`config.mk`:
```
export PLATFORM = sky130hd
export DESIGN_NAME = ir_carrier_gen
export DESIGN_NICKNAME = d
export VERILOG_FILES = /design/src/rtl/ir_carrier_pkg.sv /design/src/rtl/ir_carrier_regs.sv /design/src/rtl/ir_carrier_fixed.sv /design/src/rtl/ir_carrier_timer.sv /design/src/rtl/ir_carrier_gen.sv
export SDC_FILE = /design/constraint.sdc
export NUM_CORES = 1
export LEC_CHECK = 0
export CAP_MARGIN = 30
export CORE_MARGIN = 3
export CORE_UTILIZATION = 40
export CTS_CLUSTER_SIZE = 14
export DETAILED_ROUTE_END_ITERATION = 16
export DONT_BUFFER_PORTS = 1
export GPL_ROUTABILITY_DRIVEN = 0
export PLACE_DENSITY = 0.59
export SETUP_SLACK_MARGIN = 0.5
export SYNTH_ARGS = -nofsm -noshare
export SYNTH_HDL_FRONTEND = slang
export SYNTH_SLANG_ARGS = --single-unit
```
`constraint.sdc`:
```
create_clock -name clk -period 2.11 [get_ports clk]
set_input_delay 0.3165 -clock clk [delete_from_list [all_inputs] [get_ports clk]]
set_output_delay 0.3165 -clock clk [all_outputs]
set_load 0.01 [all_outputs]
```
`src/rtl/ir_carrier_pkg.sv`:
```
package ir_carrier_pkg;

    typedef enum logic [1:0] {
        ST_OFF   = 2'd0,
        ST_MARK  = 2'd1,
        ST_SPACE = 2'd2
    } car_state_e;

    typedef enum logic [1:0] {
        SEL_38_THIRD = 2'b00,
        SEL_38_HALF  = 2'b01,
        SEL_57_HALF  = 2'b10,
        SEL_RSVD     = 2'b11
    } car_sel_e;

    localparam logic [1:0] ADDR_ENABLE = 2'd0;
    localparam logic [1:0] ADDR_SELECT = 2'd1;
    localparam logic [1:0] ADDR_RELOAD = 2'd2;

endpackage

```
`src/rtl/ir_carrier_regs.sv`:
```
module ir_carrier_regs
    import ir_carrier_pkg::*;
#(
    parameter int DATA_W = 8,
    parameter int TMR_W  = 8
) (
    input  logic              clk,
    input  logic              rst_n,
    input  logic              wr_en,
    input  logic [1:0]        wr_addr,
    input  logic [DATA_W-1:0] wr_data,
    output logic              en_q,
    output car_sel_e          sel_q,
    output logic [TMR_W-1:0]  reload_q
);

    always_ff @(posedge clk or negedge rst_n) begin
        if (!rst_n) begin
            en_q     <= 1'b0;
            sel_q    <= SEL_38_THIRD;
            reload_q <= '0;
        end else if (wr_en) begin
            unique case (wr_addr)
                ADDR_ENABLE: en_q     <= wr_data[0];
                ADDR_SELECT: sel_q    <= car_sel_e'(wr_data[1:0]);
                ADDR_RELOAD: reload_q <= wr_data[TMR_W-1:0];
                default:     ;
            endcase
        end
    end

endmodule

```
`src/rtl/ir_carrier_fixed.sv`:
```
module ir_carrier_fixed
    import ir_carrier_pkg::*;
#(
    parameter int PER_38      = 12,
    parameter int HI_38_THIRD = 4,
    parameter int HI_38_HALF  = 6,
    parameter int PER_57      = 8,
    parameter int HI_57       = 4
) (
    input  logic     clk,
    input  logic     rst_n,
    input  logic     en,
    input  car_sel_e sel,
    output logic     carrier
);

    localparam int MAX_PER = (PER_38 > PER_57) ? PER_38 : PER_57;
    localparam int CNT_W   = $clog2(MAX_PER + 1);

    car_state_e       state_q, state_d;
    car_sel_e         act_q, act_d;
    logic [CNT_W-1:0] cnt_q, cnt_d;
    logic [CNT_W-1:0] mark_len, per_len;

    // Lengths for the setting latched at the start of the current period.
    always_comb begin
        unique case (act_q)
            SEL_38_HALF: begin
                mark_len = CNT_W'(HI_38_HALF);
                per_len  = CNT_W'(PER_38);
            end
            SEL_57_HALF: begin
                mark_len = CNT_W'(HI_57);
                per_len  = CNT_W'(PER_57);
            end
            default: begin
                mark_len = CNT_W'(HI_38_THIRD);
                per_len  = CNT_W'(PER_38);
            end
        endcase
    end

    always_ff @(posedge clk or negedge rst_n) begin
        if (!rst_n) begin
            state_q <= ST_OFF;
            cnt_q   <= '0;
            act_q   <= SEL_38_THIRD;
        end else begin
            state_q <= state_d;
            cnt_q   <= cnt_d;
            act_q   <= act_d;
        end
    end

    always_comb begin
        state_d = state_q;
        cnt_d   = cnt_q + 1'b1;
        act_d   = act_q;
        unique case (state_q)
            ST_OFF: begin
                cnt_d = '0;
                if (en) begin
                    state_d = ST_MARK;
                    act_d   = sel;
                end
            end
            ST_MARK: begin
                if (!en) begin
                    state_d = ST_OFF;
                    cnt_d   = '0;
                end else if (cnt_q == mark_len - 1'b1) begin
                    state_d = ST_SPACE;
                end
            end
            ST_SPACE: begin
                if (!en) begin
                    state_d = ST_OFF;
                    cnt_d   = '0;
                end else if (cnt_q == per_len - 1'b1) begin
                    state_d = ST_MARK;
                    cnt_d   = '0;
                    act_d   = sel;
                end
            end
            default: begin
                state_d = ST_OFF;
                cnt_d   = '0;
            end
        endcase
    end

    always_comb begin
        carrier = (state_q == ST_MARK);
    end

endmodule

```
`src/rtl/ir_carrier_timer.sv`:
```
module ir_carrier_timer
    import ir_carrier_pkg::*;
#(
    parameter int TMR_W = 8
) (
    input  logic             clk,
    input  logic             rst_n,
    input  logic             en,
    input  logic [TMR_W-1:0] reload,
    output logic             carrier
);

    car_state_e       state_q, state_d;
    logic [TMR_W-1:0] cnt_q, cnt_d;
    logic             ovf;

    always_comb ovf = (cnt_q == {TMR_W{1'b1}});

    always_ff @(posedge clk or negedge rst_n) begin
        if (!rst_n) begin
            state_q <= ST_OFF;
            cnt_q   <= '0;
        end else begin
            state_q <= state_d;
            cnt_q   <= cnt_d;
        end
    end

    always_comb begin
        state_d = state_q;
        cnt_d   = cnt_q + 1'b1;
        unique case (state_q)
            ST_OFF: begin
                cnt_d = reload;
                if (en) state_d = ST_SPACE;
            end
            ST_SPACE: begin
                if (!en) begin
                    state_d = ST_OFF;
                    cnt_d   = reload;
                end else if (ovf) begin
                    state_d = ST_MARK;
                    cnt_d   = reload;
                end
            end
            ST_MARK: begin
                if (!en) begin
                    state_d = ST_OFF;
                    cnt_d   = reload;
                end else if (ovf) begin
                    state_d = ST_SPACE;
                    cnt_d   = reload;
                end
            end
            default: begin
                state_d = ST_OFF;
                cnt_d   = reload;
            end
        endcase
    end

    always_comb begin
        carrier = (state_q == ST_MARK);
    end

endmodule

```
`src/rtl/ir_carrier_gen.sv`:
```
module ir_carrier_gen
    import ir_carrier_pkg::*;
#(
    parameter bit USE_TIMER   = 1'b0,
    parameter int DATA_W      = 8,
    parameter int TMR_W       = 8,
    parameter int PER_38      = 12,
    parameter int HI_38_THIRD = 4,
    parameter int HI_38_HALF  = 6,
    parameter int PER_57      = 8,
    parameter int HI_57       = 4
) (
    input  logic              clk,
    input  logic              rst_n,
    input  logic              wr_en,
    input  logic [1:0]        wr_addr,
    input  logic [DATA_W-1:0] wr_data,
    output logic              carrier_out
);

    logic             en_q;
    car_sel_e         sel_q;
    logic [TMR_W-1:0] reload_q;

    ir_carrier_regs #(
        .DATA_W (DATA_W),
        .TMR_W  (TMR_W)
    ) regs_i (
        .clk      (clk),
        .rst_n    (rst_n),
        .wr_en    (wr_en),
        .wr_addr  (wr_addr),
        .wr_data  (wr_data),
        .en_q     (en_q),
        .sel_q    (sel_q),
        .reload_q (reload_q)
    );

    generate
        if (USE_TIMER) begin : g_timer
            logic unused_sel;
            assign unused_sel = ^sel_q;
            ir_carrier_timer #(
                .TMR_W (TMR_W)
            ) src_i (
                .clk     (clk),
                .rst_n   (rst_n),
                .en      (en_q),
                .reload  (reload_q),
                .carrier (carrier_out)
            );
        end else begin : g_fixed
            logic unused_reload;
            assign unused_reload = ^reload_q;
            ir_carrier_fixed #(
                .PER_38      (PER_38),
                .HI_38_THIRD (HI_38_THIRD),
                .HI_38_HALF  (HI_38_HALF),
                .PER_57      (PER_57),
                .HI_57       (HI_57)
            ) src_i (
                .clk     (clk),
                .rst_n   (rst_n),
                .en      (en_q),
                .sel     (sel_q),
                .carrier (carrier_out)
            );
        end
    endgenerate

endmodule

```
**Yosys cells after proc, flatten, opt, wreduce, memory -nomap -nowiden**

Index checks and enable logic that the tools add are counted.

- Register bits after elaboration: 11
- Bits of input ports: 13
- Output and inout bits: 1
- Word-level logic and storage cells: 43

- Add/sub/neg operators: 3
- Eq/ne operators: 12
- Muxes and demuxes: 16
- Reductions and logical operators: 7

Operator list:

| operator | number |
|---|---|
| 2-to-1 mux 2 bit | 9 |
| 2-to-1 mux 4 bit | 3 |
| == test 4 bit | 2 |
| one-hot mux 4 bit (2 select lines) | 1 |
| subtractor 4 x 1 -> 4 bit (second input constant) | 2 |
| == test 2 x 1 -> 1 bit (second input constant) | 3 |
| inequality test 3 x 2 -> 1 bit (second input constant) | 2 |
| one-hot mux 2 bit (3 select lines) | 1 |
| adder 4 x 1 -> 4 bit (second input constant) | 1 |
| == test 2 bit (second input constant) | 2 |
| zero test 2 bit | 2 |
| inequality test 2 bit (second input constant) | 2 |
| one-hot mux 2 bit (2 select lines) | 1 |
| AND reduction 2 bit | 2 |
| AND reduction 4 bit | 1 |
| 2-to-1 mux 3 bit | 1 |
| AND reduction 3 bit | 1 |
| inequality test 2 x 1 -> 1 bit (second input constant) | 1 |
| nonzero test 2 bit | 1 |

**Longest topological paths before layout**

- Depth in word-level cells: 7
- Mapped depth: 6
- Depth with buffers taken out: 6

**By module**

Synthesis repeated with hierarchy kept, for this count alone.

- Cell total of the unflattened synthesis: 75
- Area total of the unflattened synthesis: 938.4 um^2

Modules (own cells, without submodules):

| module | times used | cells each | area each (um^2) | seq. area each (um^2) |
|---|---|---|---|---|
| ir_carrier_fixed | 1 | 50 | 504.2 | 200.2 |
| ir_carrier_regs | 1 | 25 | 434.2 | 275.3 |

**Worst setup path after synthesis**

No wires, ideal clock.

- Path kind: register to register
- Start point: register g_fixed.src_i.cnt_q[1]
- End point: register g_fixed.src_i.state_q[1]
- Library setup time: 0.066 ns
- Arrival: 1.549 ns
- Required time: 2.044 ns
- Slack: 0.495 ns
- Cell stages (with the launch flop): 6
- Path buffers: 0
- Period minus slack after synthesis: 1.615 ns
- Cells stage by stage: dfrtp_1 > and4bb_1 > a21oi_1 > o32a_1 > or4_1 > nand2_1

- Word-level cells in the longest chain between the ends: 3
- Elaborated cells on any way between the ends: 5
- Classes of those cells: eq/ne: 4; reduce/logical: 1

RTL lines:

| what | line | text |
|---|---|---|
| start: declaration | ir_carrier_fixed.sv:22 | `logic [CNT_W-1:0] cnt_q, cnt_d;` |
| start signal: assignment | ir_carrier_fixed.sv:50 | `cnt_q <= cnt_d;` |
| == test 4 bit (on tied branches) | ir_carrier_fixed.sv:79, ir_carrier_fixed.sv:71 |  |
| inequality test 3 x 2 -> 1 bit (no source line) | n/a |  |
| AND reduction 3 bit (no source line) (*) | n/a |  |
| end signal: assignment | ir_carrier_fixed.sv:49 | `state_q <= state_d;` |
| end: declaration | ir_carrier_fixed.sv:20 | `car_state_e state_q, state_d;` |

Mark *: on every way between the ends. The rest lies on a longest branch, timed or not.
A chain may end at the register's enable or synchronous reset.

**Final worst setup path**

- Start point: register g_fixed.src_i.cnt_q[2]
- End point: register g_fixed.src_i.act_q[1]

- Word-level cells in the longest chain between the ends: 3

RTL lines:

| what | line | text |
|---|---|---|
| == test 4 bit | ir_carrier_fixed.sv:79 | `end else if (cnt_q == per_len - 1'b1) begin` |
| inequality test 2 x 1 -> 1 bit (no source line) | n/a |  |
| AND reduction 4 bit (no source line) | n/a |  |
| end signal: assignment | ir_carrier_fixed.sv:51 | `act_q <= act_d;` |
| end: declaration | ir_carrier_fixed.sv:21 | `car_sel_e act_q, act_d;` |

No other way between the ends.

==> summary.txt <==
Yosys
  – Adder-cell share of the synthesized area: 10.2%
  – Xor/xnor share of the synthesized area: 2.85%
  – Cell area after synthesis: 616 sq um
  – Cell count after synthesis: 56
  – Mux share of post-synthesis cell area: 7.32%
  – #FFs+latches synth: 11
  – YS warnings: 0
  – Count of cell types in the netlist: 26
  – Post-synthesis compound-gate area fraction: 13.0%
  – Sequential area share after synthesis: 44.7%
  – Simple-Gate Fraction of Synth Area: 19.5%
  – Largest family of logic cells by synthesized area: simple AND/OR/NAND/NOR gates
  – Syn_nets: 74
  – Synth area leaders: dfrtp_1 45%, ha_1 10%, mux2_2 7.3%
  – Yosys top cell area share: 44.7%
  – Area leader, netlist: dfrtp_1
  – Syn Area/Cell: 11.0 sq um

Drt
  – Drt drc: 0
  – DRT iter0 DRCs: 7
  – Routed length per instance: 14.3 microns
  – Vias: 458
  – Total Wirelength: 1.18 mm
  – Vias/cell: 5.59
  – Drt first pass iters: 4
  – Detail Route Antenna Nets: 0

Final layout
  – Util after Layout: 58.0%
  – Post-route cell area: 792 sq um
  – Share of cells above drive strength 1: 37.3%
  – # fillers: 111
  – # diodes: 0
  – Synthesis-to-layout area growth: 28.7%
  – Nets@finish: 86

STA
  – Final setup vio count: 0
  – Slew Viols, Final: 0
  – Fmax: 0.625 GHz
  – RSZ-0062 raised after global routing: true
  – Final Hold Viols: 0
  – Period utilization: 75.8%
  – Slew HR: 65.2%
  – Setup_tns: 0 ns
  – Period minus WS final: 1.60 ns
  – Clock Skews: 0.00462 ns
  – Worst-Margin Slew: 0.520 ns

Worst setup path
  – Crit path cell chain: or2b_4 > o21ai_4 > a31oi_4 > a21oi_4 > mux2_4
  – CP Capture Type: flop
  – Worst stage delay on the critical path: 0.44 ns
  – Req. time, crit path: 2.28 ns
  – Slowest CP cell: dfrtp_2
  – CP top delay family: compound AO/OA/AOI/OAI gates
  – CP Buf/Inv Count: 0
  – Crit-path max FO: 5
  – WS Path Type: flop to flop
  – WP data arrival: 1.77 ns
  – Crit path launch type: flop

Place
  – Post-DP Area: 634 sq um
  – IO Port Bufs: 0
  – DP Wirelength: 749 microns

Floorplanning
  – # IOs: 14
  – Die height: 45.2 microns
  – DIE AREA: 2050 sq um
  – Die W: 45.2 microns
  – Starting Density: 45.1%
  – Core Area: 1370 sq um
  – Site Rows: 13

Global route
  – Total GRT Usage: 12.9%
  – GR Util met3: 2.79%
  – Top Usage Layer GRT: met2
  – Largest net degree at the start of global routing: 12
  – Met1 usage: 15.1%
  – GRT overflow: 0
  – Vias in the first global route: 441
  – Grt met2 use: 19.2%
  – First-pass GRT wire length: 1.85 mm
  – Initial antenna violation count: 0

Clocking
  – Sink Count: 11
  – CTS tree: built
  – CTS buffer count: 3
  – Clock Path Buffers: 2
  – Worst skew pair latency: 0.28 ns
  – CTS root buffer: clkbuf_4
  – Worst-path clk slew: 0.08 ns
  – # H-tree levels: 1

Flow run
  – Max_cap viols: 0

Status
  – Outcome: completed

Power and ir drop
  – Total chip power: 0.899 mW
  – Pint: 0.583 mW
  – VDD IR-drop max: 698 uV
  – Sw frac: 35.2%
  – Sequential share of power: 35.3%
  – Power Density: 1130 nW/um^2
  – Leak: 0.352 nW
  – Combinational Power Share: 47.9%
  – Net Switching: 0.316 mW
  – Clock power frac: 16.8%

Worst hold path
  – Worst hold path type: input port to flop
==> registers in the layout, indices dropped and copies added (netlist names) <==
signal / count
regs_i.sel_q: 2
g_fixed.src_i.state_q: 2
g_fixed.src_i.act_q: 2
g_fixed.src_i.cnt_q: 4
regs_i.en_q: 1
==> timing repair <==
item                                   CTS  global route
resized for setup                        7            11
setup endpoints to repair                7             5
pin swaps                                6             6
cloned                                   0             0
endpoints found under the hold margin   11             0
hold buffers                             1             0
setup buffers                            5             1
==> routing by layer <==
| layer | up-vias | wire length (microns) |
|---|---|---|
| li1 | 222 | - |
| met4 | 0 | 42 |
| met2 | 16 | 539 |
| met1 | 215 | 535 |
| met5 | - | 0 |
| met3 | 5 | 59 |
==> synth_stat cells <==
cell type  count
nand3_1        1
xor2_1         1
or2b_2         2
nor2_1         4
nand4bb_1      1
or4_1          1
nand3b_1       1
xnor2_1        1
nor2b_1        2
mux2_2         4
o32a_1         1
dfrtp_1       11
o21ai_0        1
nor3b_1        1
o211ai_1       1
inv_1          4
and2b_2        1
ha_1           5
o221ai_1       2
o21ai_2        1
a21boi_0       1
a21oi_1        2
o31ai_1        1
nand2_1        4
and4bb_1       1
a31oi_1        1
==> kinds of logic (layout without fill, tap and decap cells) <==
kind of cell               count (synthesis)  in the layout
and+or+nand+nor                           19             19
AOI/OAI and AO/OA                         11             11
DFF                                       11             11
adders and majority gates                  5              5
muxes                                      4              4
buffers and inverters                      4             15
xor gates and xnor gates                   2              2
==> layout make-up <==
type	instances	area, sq um	area share, %
Clock buffer	3	22.5	2.84
Clock inverter	1	5.00	0.632
Inverter	4	15.0	1.90
Multi-Input combinational cell	41	395	49.9
Sequential cell	11	277	34.9
Tap cell	15	18.8	2.37
Timing Repair Buffer	7	58.8	7.42
==> metrics by stage <==
| stage | setup WS [ns] | hold slack (ns) | instances |
|---|---|---|---|
| finish | 0.510 | 0.168 | 82 |
| floorplan | 0.516 | 0.0209 | 56 |
| detailed placement | 0.394 | 0.0212 | 71 |
| global route | 0.461 | 0.161 | 82 |
| global placement | 0.405 | 0.0212 | 71 |
| CTS | 0.507 | 0.159 | 81 |
==> power groups by stage <==
stage | clock (mW) | combinational [mW] | sequential [mW]
final | 0.151 | 0.431 | 0.317
after detailed placement | 0 | 0.233 | 0.316
after global placement | 0 | 0.231 | 0.316
after CTS | 0.153 | 0.320 | 0.309
after global routing | 0.166 | 0.459 | 0.328
after floorplan | 0 | 0.200 | 0.301
==> cells in the final DEF, fill, tap and decap left out, types with 2 or more instances in the layout <==
cell / count
buf_4: 5
clkbuf_4: 3
dfrtp_1: 10
ha_1: 5
inv_1: 3
mux2_2: 2
mux2_4: 2
nand2_1: 4
nor2_1: 4
nor2b_4: 2
o221ai_1: 2
==> worst paths after layout <==
check	slack (ns)	cells past startpoint	to	start
max reg2reg	0.51	5	g_fixed.src_i.act_q[1]$_DFFE_PN0P_	g_fixed.src_i.cnt_q[2]$_DFF_PN0_
max	0.51	5	g_fixed.src_i.act_q[1]$_DFFE_PN0P_	g_fixed.src_i.cnt_q[2]$_DFF_PN0_
min in group asynchronous	0.44	1	g_fixed.src_i.state_q[0]$_DFFE_PN0P_	rst_n
min reg2reg	0.50	1	g_fixed.src_i.cnt_q[0]$_DFF_PN0_	g_fixed.src_i.cnt_q[0]$_DFF_PN0_
min	0.17	2	regs_i.en_q$_DFFE_PN0P_	wr_data[0]
max in group asynchronous	1.29	1	g_fixed.src_i.cnt_q[2]$_DFF_PN0_	rst_n
Power figures use the tool's default switching activity.
